### src/rtl/pacer_pkg.sv
package pacer_pkg;
  typedef enum logic [1:0] {
    CLS_LOWDLY  = 2'b00,
    CLS_PACED   = 2'b01,
    CLS_BESTEFF = 2'b10,
    CLS_SPARE   = 2'b11
  } chClass_e;

  // strobes from arbitration to state
  typedef struct packed {
    logic fire;     // a winner exists on this grant
    logic advance;  // paced-time steps by one unit
    logic stepExp;  // winner's due time adds its rate
  } strobe_t;
endpackage

### src/rtl/pacer_ctrl.sv
module pacer_ctrl
  import pacer_pkg::*;
#(
  parameter int NUM_CH = 8,
  parameter int IW     = 16,
  localparam int CW    = $clog2(NUM_CH)
) (
  input  logic                          clk,
  input  logic                          rstN,
  input  logic                          grant,
  input  logic [NUM_CH-1:0]             ready,
  input  logic [NUM_CH-1:0][1:0]        classVec,
  input  logic [NUM_CH-1:0][IW-1:0]     expInt,
  input  logic [IW-1:0]                 pacedInt,
  output strobe_t                       strobe,
  output logic [CW-1:0]                 winCh
);
  logic [CW-1:0] ldPtr, bePtr;
  logic [NUM_CH-1:0] ldReq, pcReq, beReq;
  logic [NUM_CH-1:0][IW-1:0] age;
  logic [CW:0] ldPick, bePick;
  logic pcFound;
  logic [CW-1:0] pcWin;
  logic [IW-1:0] bestAge;
  logic ldHit, beHit;

  function automatic logic [CW:0] rrPick(input logic [NUM_CH-1:0] req,
                                         input logic [CW-1:0] ptr);
    logic [CW:0] res;
    res = '0;
    for (int k = NUM_CH; k >= 1; k--) begin
      int idx;
      idx = (int'(ptr) + k) % NUM_CH;
      if (req[idx]) res = {1'b1, CW'(idx)};
    end
    return res;
  endfunction

  always_comb begin
    for (int i = 0; i < NUM_CH; i++) begin
      age[i]   = pacedInt - expInt[i];
      ldReq[i] = ready[i] && (classVec[i] == CLS_LOWDLY);
      pcReq[i] = ready[i] && (classVec[i] == CLS_PACED) && !age[i][IW-1];
      beReq[i] = ready[i] && classVec[i][1];
    end
  end

  always_comb begin
    pcFound = 1'b0;
    pcWin   = '0;
    bestAge = '0;
    for (int i = 0; i < NUM_CH; i++) begin
      if (pcReq[i] && (!pcFound || age[i] > bestAge)) begin
        pcFound = 1'b1;
        pcWin   = CW'(i);
        bestAge = age[i];
      end
    end
  end

  assign ldPick = rrPick(ldReq, ldPtr);
  assign bePick = rrPick(beReq, bePtr);
  assign ldHit  = ldPick[CW];
  assign beHit  = bePick[CW];

  always_comb begin
    if (ldHit)        winCh = ldPick[CW-1:0];
    else if (pcFound) winCh = pcWin;
    else              winCh = bePick[CW-1:0];
    strobe.fire    = grant && (ldHit || pcFound || beHit);
    strobe.advance = grant && !ldHit && (pcFound || beHit);
    strobe.stepExp = grant && !ldHit && pcFound;
  end

  always_ff @(posedge clk) begin
    if (!rstN) begin
      ldPtr <= CW'(NUM_CH - 1);
      bePtr <= CW'(NUM_CH - 1);
    end else begin
      if (grant && ldHit) ldPtr <= winCh;
      if (grant && !ldHit && !pcFound && beHit) bePtr <= winCh;
    end
  end
endmodule

### src/rtl/pacer_dp.sv
module pacer_dp
  import pacer_pkg::*;
#(
  parameter int NUM_CH = 8,
  parameter int TW     = 24,
  parameter int FW     = 8,
  localparam int CW    = $clog2(NUM_CH),
  localparam logic [TW-1:0] ONE = TW'(1) << FW
) (
  input  logic                      clk,
  input  logic                      rstN,
  input  logic                      cfgWe,
  input  logic [CW-1:0]             cfgCh,
  input  logic [1:0]                cfgClass,
  input  logic [TW-1:0]             cfgParam,
  input  logic [NUM_CH-1:0]         resume,
  input  strobe_t                   strobe,
  input  logic [CW-1:0]             winCh,
  output logic [NUM_CH-1:0][1:0]    classVec,
  output logic [NUM_CH-1:0][TW-1:0] expArr,
  output logic [TW-1:0]             pacedTime,
  output logic                      outValid,
  output logic [CW-1:0]             outCh
);
  logic [NUM_CH-1:0][TW-1:0] paramArr;

  always_ff @(posedge clk) begin
    if (!rstN) begin
      pacedTime <= '0;
      outValid  <= 1'b0;
      outCh     <= '0;
      for (int i = 0; i < NUM_CH; i++) begin
        classVec[i] <= CLS_BESTEFF;
        paramArr[i] <= ONE;
        expArr[i]   <= '0;
      end
    end else begin
      outValid <= strobe.fire;
      if (strobe.fire) outCh <= winCh;
      if (strobe.advance) pacedTime <= pacedTime + ONE;
      for (int i = 0; i < NUM_CH; i++) begin
        if (resume[i])
          expArr[i] <= pacedTime;
        else if (strobe.stepExp && winCh == CW'(i))
          expArr[i] <= expArr[i] + paramArr[i];
        if (cfgWe && cfgCh == CW'(i)) begin
          classVec[i] <= cfgClass;
          paramArr[i] <= cfgParam;
        end
      end
    end
  end
endmodule

### src/rtl/pacer_sched.sv
module pacer_sched
  import pacer_pkg::*;
#(
  parameter int NUM_CH = 8,
  parameter int TW     = 24,
  parameter int FW     = 8,
  localparam int CW    = $clog2(NUM_CH),
  localparam int IW    = TW - FW
) (
  input  logic              clk,
  input  logic              rstN,
  input  logic              grant,
  input  logic              cfgWe,
  input  logic [CW-1:0]     cfgCh,
  input  logic [1:0]        cfgClass,
  input  logic [TW-1:0]     cfgParam,
  input  logic [NUM_CH-1:0] ready,
  input  logic [NUM_CH-1:0] resume,
  output logic              outValid,
  output logic [CW-1:0]     outCh
);
  strobe_t                   strobe;
  logic [CW-1:0]             winCh;
  logic [NUM_CH-1:0][1:0]    classVec;
  logic [NUM_CH-1:0][TW-1:0] expArr;
  logic [NUM_CH-1:0][IW-1:0] expInt;
  logic [TW-1:0]             pacedTime;

  for (genvar g = 0; g < NUM_CH; g++) begin : g_int
    assign expInt[g] = expArr[g][TW-1:FW];
  end

  pacer_ctrl #(.NUM_CH(NUM_CH), .IW(IW)) u_ctrl (
    .clk(clk), .rstN(rstN), .grant(grant), .ready(ready),
    .classVec(classVec), .expInt(expInt), .pacedInt(pacedTime[TW-1:FW]),
    .strobe(strobe), .winCh(winCh)
  );

  pacer_dp #(.NUM_CH(NUM_CH), .TW(TW), .FW(FW)) u_dp (
    .clk(clk), .rstN(rstN), .cfgWe(cfgWe), .cfgCh(cfgCh),
    .cfgClass(cfgClass), .cfgParam(cfgParam), .resume(resume),
    .strobe(strobe), .winCh(winCh), .classVec(classVec),
    .expArr(expArr), .pacedTime(pacedTime),
    .outValid(outValid), .outCh(outCh)
  );
endmodule

### config.mk
export PLATFORM = sky130hd
export DESIGN_NAME = pacer_sched
export DESIGN_NICKNAME = d
export VERILOG_FILES = /design/src/rtl/pacer_pkg.sv /design/src/rtl/pacer_ctrl.sv /design/src/rtl/pacer_dp.sv /design/src/rtl/pacer_sched.sv
export SDC_FILE = /design/constraint.sdc
export NUM_CORES = 2
export LEC_CHECK = 0
export CORE_MARGIN = 2
export CORE_UTILIZATION = 47
export DETAILED_ROUTE_END_ITERATION = 16
export GPL_ROUTABILITY_DRIVEN = 0
export PLACE_DENSITY_LB_ADDON = 0.2
export SLEW_MARGIN = 5
export SYNTH_ARGS = -nofsm -noshare
export SYNTH_HDL_FRONTEND = slang
export SYNTH_SLANG_ARGS = --single-unit
### constraint.sdc
create_clock -name clk -period 18.1 [get_ports clk]
set_input_delay 2.715 -clock clk [delete_from_list [all_inputs] [get_ports clk]]
set_output_delay 2.715 -clock clk [all_outputs]
set_load 0.03 [all_outputs]
Word-level counts from Yosys, hierarchy flattened --
Cells that the tools add are included.
Storage, ports and cells: bits in registers 434, bits of input ports 49, logic and storage cells 350
Cells by class: add/sub/neg operators 33, magnitude comparators 23, eq/ne operators 22, mux-type cells 104, bitwise gates (word level) 16, reduce and logical (&&, ||, !) cells 123
Operators by type and width (count):
- 24-bit two-way mux | 16
- 24-bit adder | 8
- 16-bit subtractor | 8
- 16-bit > comparator | 7
- 16-bit two-way mux | 7
- 4-bit by 5-bit less-than comparator with 1-bit output, second input constant | 16
- 4-bit two-way mux | 16
- 1-bit logical AND | 62
- 1-bit binary-select mux with 3-bit select | 16
- 3-bit OR reduction | 16
- 1-bit two-way mux | 41
- 24-bit by 9-bit adder with 24-bit output, second input constant | 1
- 3-bit adder, second input constant | 8
- 3-bit equality test, second input constant | 8
- 3-bit two-way mux | 6
- 1-bit logical NOT | 17
- 1-bit AND, first input constant | 16
- 2-bit by 1-bit equality test with 1-bit output, second input constant | 8
- 2-bit logical NOT | 8
- 2-bit nonzero test | 8
- 3-bit by 1-bit adder with 3-bit output, second input constant | 4
- 3-bit by 2-bit adder with 3-bit output, second input constant | 4
- 3-bit by 2-bit equality test with 1-bit output, second input constant | 4
- 1-bit logical OR | 10
- 3 further kinds | 6

Depth between registers and ports, before layout --
word-level depth 38, mapped depth 106

Hierarchy --
A second synthesis with hierarchy kept.
Second synthesis, totals: cells, all modules 4912, area total of the unflattened synthesis 37091.8 µm²
Modules (own cells, without submodules):
- pacer_dp | times used 1, cells each 3151, area an instance 24430.9 µm², sequential area each 8408.1 µm²
- pacer_ctrl | times used 1, cells each 1761, area an instance 12660.9 µm², sequential area each 120.1 µm²

Worst setup path after synthesis --
OpenSTA, ideal clock, no wires.
path type input to register, start point in ready[0], end point reg u_dp.expArr[149] (netlist bit), data arrival time 18.104 ns, required time 17.979 ns, setup slack -0.125 ns, stages on the path 92, buffers on the path 13, cells stage by stage nand3b_1 -> nor2b_1 -> mux2_2 -> buf_2 -> clkbuf_1 -> nand2_1 -> ha_1 -> o21a_1 -> o211ai_1 -> a21oi_1 -> o21ai_0 -> a21oi_1 -> o21a_1 -> buf_1 -> buf_1 -> inv_1 -> a211o_1 -> o21a_1 -> [56 not listed] -> clkbuf_1 -> clkbuf_1 -> nor2_1 -> a21o_1 -> ha_1 -> a21o_1 -> a21o_1 -> a21oi_1 -> nor2_1 -> a211oi_1 -> a21oi_1 -> a22oi_1 -> a2111oi_2 -> a311o_1 -> a211oi_2 -> buf_2 -> mux2i_1 -> nor2_1
On the way: cells in the longest elaborated chain, start to end 36
RTL lines:
- start, declared | RTL line pacer_sched.sv:17 | input logic [NUM_CH-1:0] ready,
- 1-bit logical AND (2 in series) | RTL line pacer_ctrl.sv:43 | pcReq[i] = ready[i] && (classVec[i] == CLS_PACED) && !age[i][IW-1];
- 16-bit two-way mux or 1-bit two-way mux (tied branches) | RTL line pacer_ctrl.sv:53 | if (pcReq[i] && (!pcFound || age[i] > bestAge)) begin
- 16-bit > comparator or 1-bit logical NOT (tied branches) | RTL line pacer_ctrl.sv:53
- 1-bit logical OR | RTL line pacer_ctrl.sv:53
- 1-bit logical AND | RTL line pacer_ctrl.sv:53
- 16-bit two-way mux or 1-bit two-way mux (tied branches) | RTL line pacer_ctrl.sv:53
- 16-bit > comparator or 1-bit logical NOT (tied branches) | RTL line pacer_ctrl.sv:53
- 1-bit logical OR | RTL line pacer_ctrl.sv:53
- [19 not listed]
- 1-bit logical OR | RTL line pacer_ctrl.sv:53
- 1-bit logical AND | RTL line pacer_ctrl.sv:53
- 3-bit two-way mux or 1-bit two-way mux (tied branches) | RTL line pacer_ctrl.sv:53
- 3-bit two-way mux | RTL line pacer_ctrl.sv:68 | else if (pcFound) winCh = pcWin;
- 3-bit two-way mux | RTL line pacer_ctrl.sv:67 | if (ldHit) winCh = ldPick[CW-1:0];
- 3-bit equality test | RTL line pacer_dp.sv:44 | else if (strobe.stepExp && winCh == CW'(i))
- 1-bit logical AND (*) | RTL line pacer_dp.sv:44
- 2-bit nonzero test (no line) (*)
- end signal, assigned by index | RTL line pacer_dp.sv:43 | expArr[i] <= pacedTime;
- end signal, assigned by index | RTL line pacer_dp.sv:45 | expArr[i] <= expArr[i] + paramArr[i];
- end, declared | RTL line pacer_dp.sv:20 | output logic [NUM_CH-1:0][TW-1:0] expArr,
Mark *: on every way between the ends. The rest lies on a longest branch, timed or not. The select of a mux whose other input is x is not followed. A chain may end at the register's enable or synchronous reset.

Worst setup path in the final report --
start point in ready[0], end point reg u_dp.expArr[10] (netlist bit)
On the way: cells in the longest elaborated chain, start to end 36
RTL lines (RTL line):
- 1-bit logical AND (2 in series) | pacer_ctrl.sv:43
- 16-bit two-way mux or 1-bit two-way mux (tied branches) | pacer_ctrl.sv:53
- 16-bit > comparator or 1-bit logical NOT (tied branches) | pacer_ctrl.sv:53
- 1-bit logical OR | pacer_ctrl.sv:53
- 1-bit logical AND | pacer_ctrl.sv:53
- 16-bit two-way mux or 1-bit two-way mux (tied branches) | pacer_ctrl.sv:53
- 16-bit > comparator or 1-bit logical NOT (tied branches) | pacer_ctrl.sv:53
- 1-bit logical OR | pacer_ctrl.sv:53
- [19 not listed]
- 1-bit logical OR | pacer_ctrl.sv:53
- 1-bit logical AND | pacer_ctrl.sv:53
- 3-bit two-way mux or 1-bit two-way mux (tied branches) | pacer_ctrl.sv:53
- 3-bit two-way mux | pacer_ctrl.sv:68
- 3-bit two-way mux | pacer_ctrl.sv:67
- 3-bit logical NOT | pacer_dp.sv:44
- 1-bit logical AND (*) | pacer_dp.sv:44
- 2-bit nonzero test (no line) (*)
Marks and branches as above.

==> flow_metrics.env <==
export IMPL_status="finished with violations"
export IMPL_violations="capacitance limit, slew limit"
export IMPL_slowest_stage="or4_4"
export IMPL_root_buffer="clkbuf_16"
export IMPL_power_density_nw_per_um2=79.9
export IMPL_ir_drop_uv=87.5
export IMPL_die_h_um=279
export IMPL_cts_buffers=50
export IMPL_netlist_top_cells_area="dfxtp_1, ha_1, a21oi_1"
export IMPL_rr_startpoint="u_dp.pacedTime[8]$_SDFFE_PN0P_"
export IMPL_cts_buffer_depth=3
export IMPL_grt_usage_pct=28.6
export IMPL_syn_avg_cell_area_um2=7.75
export IMPL_maxCapViolations=1
export IMPL_die_area_um2=77700
export IMPL_r2r_setup_slack_ns=1.17
export IMPL_min_path_type="flip-flop to flip-flop"
export IMPL_crit_family="compound AO/OA/AOI/OAI gates"
export IMPL_fp_row_count=100
export IMPL_ios=53
export IMPL_final_util_pct=54.2
export IMPL_worstPathMaxFanout=8
export IMPL_grt_busiest_layer="met2"
export IMPL_synth_async_sr_flop_share_pct=0
export IMPL_ys_seq_area_share_pct=24.0
export IMPL_totalWireLength_um=116000
export IMPL_min_period_over_period_pct=95.7
export IMPL_finalHoldViolations=0
export IMPL_startpoint="ready[0]"
export IMPL_drc=0
export IMPL_synth_seq_cells=426
export IMPL_critPathArrivalTime_ns=17.79
export IMPL_power_frac_seq_pct=31.4
export IMPL_core_area_um2=74600
export IMPL_final_cell_mix="nand2_1, a21oi_1, dfxtp_1"
export IMPL_p_sw_mw=1.14
export IMPL_layout_commonest_cell="nand2_1"
export IMPL_path_clk_slew_ns=0.06
export IMPL_hold_worst_slack_ns=0.459
export IMPL_syn2layout_area_growth_pct=14.0
export IMPL_skew_ns=0.0137
export IMPL_min_period_ns=17.33
export IMPL_crit_type="input port to flip-flop"
export IMPL_synth_top_area_share_pct=24.0
export IMPL_cts_sinks=426
export IMPL_use_met3_pct=3.59
export IMPL_grt_overflow=0
export IMPL_yosys_warnings=0
export IMPL_setup_viol=0
export IMPL_relSlewSlack_pct=-17.2
export IMPL_dp_hpwl_um=85800
export IMPL_crit_path_end_kind="flip-flop"
export IMPL_antenna_found_initial=3
export IMPL_grt_pass1_wl_um=176000
export IMPL_fp_dieW_um=279
export IMPL_dr_pass1_iters=6
export IMPL_grt_pass1_vias=30900
export IMPL_netlist_area_um2=35500
export IMPL_leakage_nw=17.1
export IMPL_grt_util_met2_pct=45.7
export IMPL_ant_nets=0
export IMPL_drt_iter0_markers=2730
export IMPL_cts_tree="yes"
export IMPL_synth_cells=4576
export IMPL_synth_cell_type_count=95
export IMPL_cp_num_buf_inv=12
export IMPL_cts_hold_buffers_added=0
export IMPL_maxSlewViolCount=7
export IMPL_grt_max_degree=150
export IMPL_htreeDepth=2
export IMPL_final_net_count=5184
export IMPL_clkPwrFrac_pct=34.4
export IMPL_required_ns=18.56
export IMPL_initial_core_util_pct=47.6
export IMPL_max_freq_ghz=0.0577
export IMPL_max_stage_delay_ns=0.71
export IMPL_use_met1_pct=40.4
export IMPL_startpoint_type="input port"
export IMPL_insertion_delay_ns=0.62
export IMPL_synth_edf_count=0
export IMPL_synth_largest_area_cell="dfxtp_1"
export IMPL_vias_per_cell=5.90
export IMPL_switching_share_pct=35.4
export IMPL_power_internal_mw=2.08
export IMPL_drive_above_1_share_pct=9.68
export IMPL_num_vias=33700
export IMPL_hp_start="u_dp.paramArr[98]$_SDFFE_PN0P_"
export IMPL_p_comb_share_pct=34.2
export IMPL_synthFlopType="dfxtp_1"
export IMPL_port_buffers=52
export IMPL_worst_pin_slew_ns=1.74
export IMPL_wl_per_cell_um=20.3
-- worst paths after layout --
kind,endpoint,depth (start not counted)
max,u_dp.expArr[10]$_SDFFE_PN0P_,89
min,u_dp.paramArr[98]$_SDFFE_PN0P_,2
max reg2reg,u_dp.expArr[10]$_SDFFE_PN0P_,98
min reg2reg,u_dp.paramArr[98]$_SDFFE_PN0P_,2
-- logic make-up (layout without fill, tap and decap cells) --
logic type | count (synthesis) | after routing | synth area share, %
DFF | 426 | 426 | 24.0
adders and majority gates | 437 | 437 | 15.8
xor gates and xnor gates | 285 | 285 | 7.04
AOI/OAI and AO/OA | 1348 | 1348 | 24.1
and+or+nand+nor | 1423 | 1424 | 17.9
other | 1 | 9 | 0.0106
muxes | 180 | 180 | 5.83
buffers and inverters | 476 | 633 | 5.33
-- cell usage after synthesis (44+ instances only) --
library cell,instances
mux2i_1,139
a211oi_1,50
a31oi_1,44
a21o_1,136
ha_1,421
nor3_1,106
clkbuf_1,150
nand2b_1,44
o21bai_1,53
xnor2_1,205
dfxtp_1,426
o21ai_0,243
xor2_1,80
nor2_1,356
a311oi_1,57
a21oi_1,493
inv_1,259
o21a_1,58
nand3_1,92
nand2_1,617
-- metal layers --
metal / up-vias / part of all wire [%]
li1: 16600 / -
met1: 15800 / 46
met2: 1025 / 44
met3: 205 / 6.5
met4: 4 / 3.4
met5: - / 0.025
-- per-stage QoR --
step	power, mW	TNS, ns	setup slack, ns	instance area (um2)	std cells
global placement	2.07	0	0.141	38100	5599
detailed placement	2.08	-13.33	-0.237	38100	5599
global route	3.38	-2.82	-0.107	40400	5709
CTS	3.19	0	0.372	40000	5693
finish	3.23	0	0.770	40400	5711
floorplan	1.74	0	0.0373	35500	4582
-- worst min-delay path: stages (launching register included) --
cell and delay [ns]:
dfxtp_1 0.31, nand2_1 0.05, a21oi_1 0.05
-- sequential cells by signal, summed over array words and instances, names as in the netlist --
register and cells:
u_ctrl.ldPtr 3, u_dp.outCh 3, u_dp.classVec 16, u_dp.pacedTime 16
u_dp.expArr 192, u_ctrl.bePtr 3, u_dp.outValid 1, u_dp.paramArr 192
-- power by group through the flow --
stage | Clock (mW) | Combinational [mW] | Sequential, mW
3_3_place_gp | 0 | 1.04 | 1.03
4_1_cts | 1.13 | 1.05 | 1.01
6_report | 1.11 | 1.10 | 1.01
3_5_place_dp | 0 | 1.04 | 1.03
5_1_grt | 1.17 | 1.20 | 1.02
2_1_floorplan | 0 | 0.722 | 1.01
-- repair_timing --
action	4_1_cts	5_1_grt
endpoints found under the setup margin	0	197
setup buffers	0	12
gates resized for setup	0	81
-- area by class of cell --
type | instances | area (um2)
fillers | 7214 | 34100
multi-input cells | 3681 | 25400
flip-flops and latches | 426 | 8530
repair buffers | 276 | 2470
clock buffers | 71 | 1470
well taps | 969 | 1210
inverters | 263 | 995
clock inverters | 23 | 340
diodes | 2 | 5.00
Power figures use the tool's default switching activity.
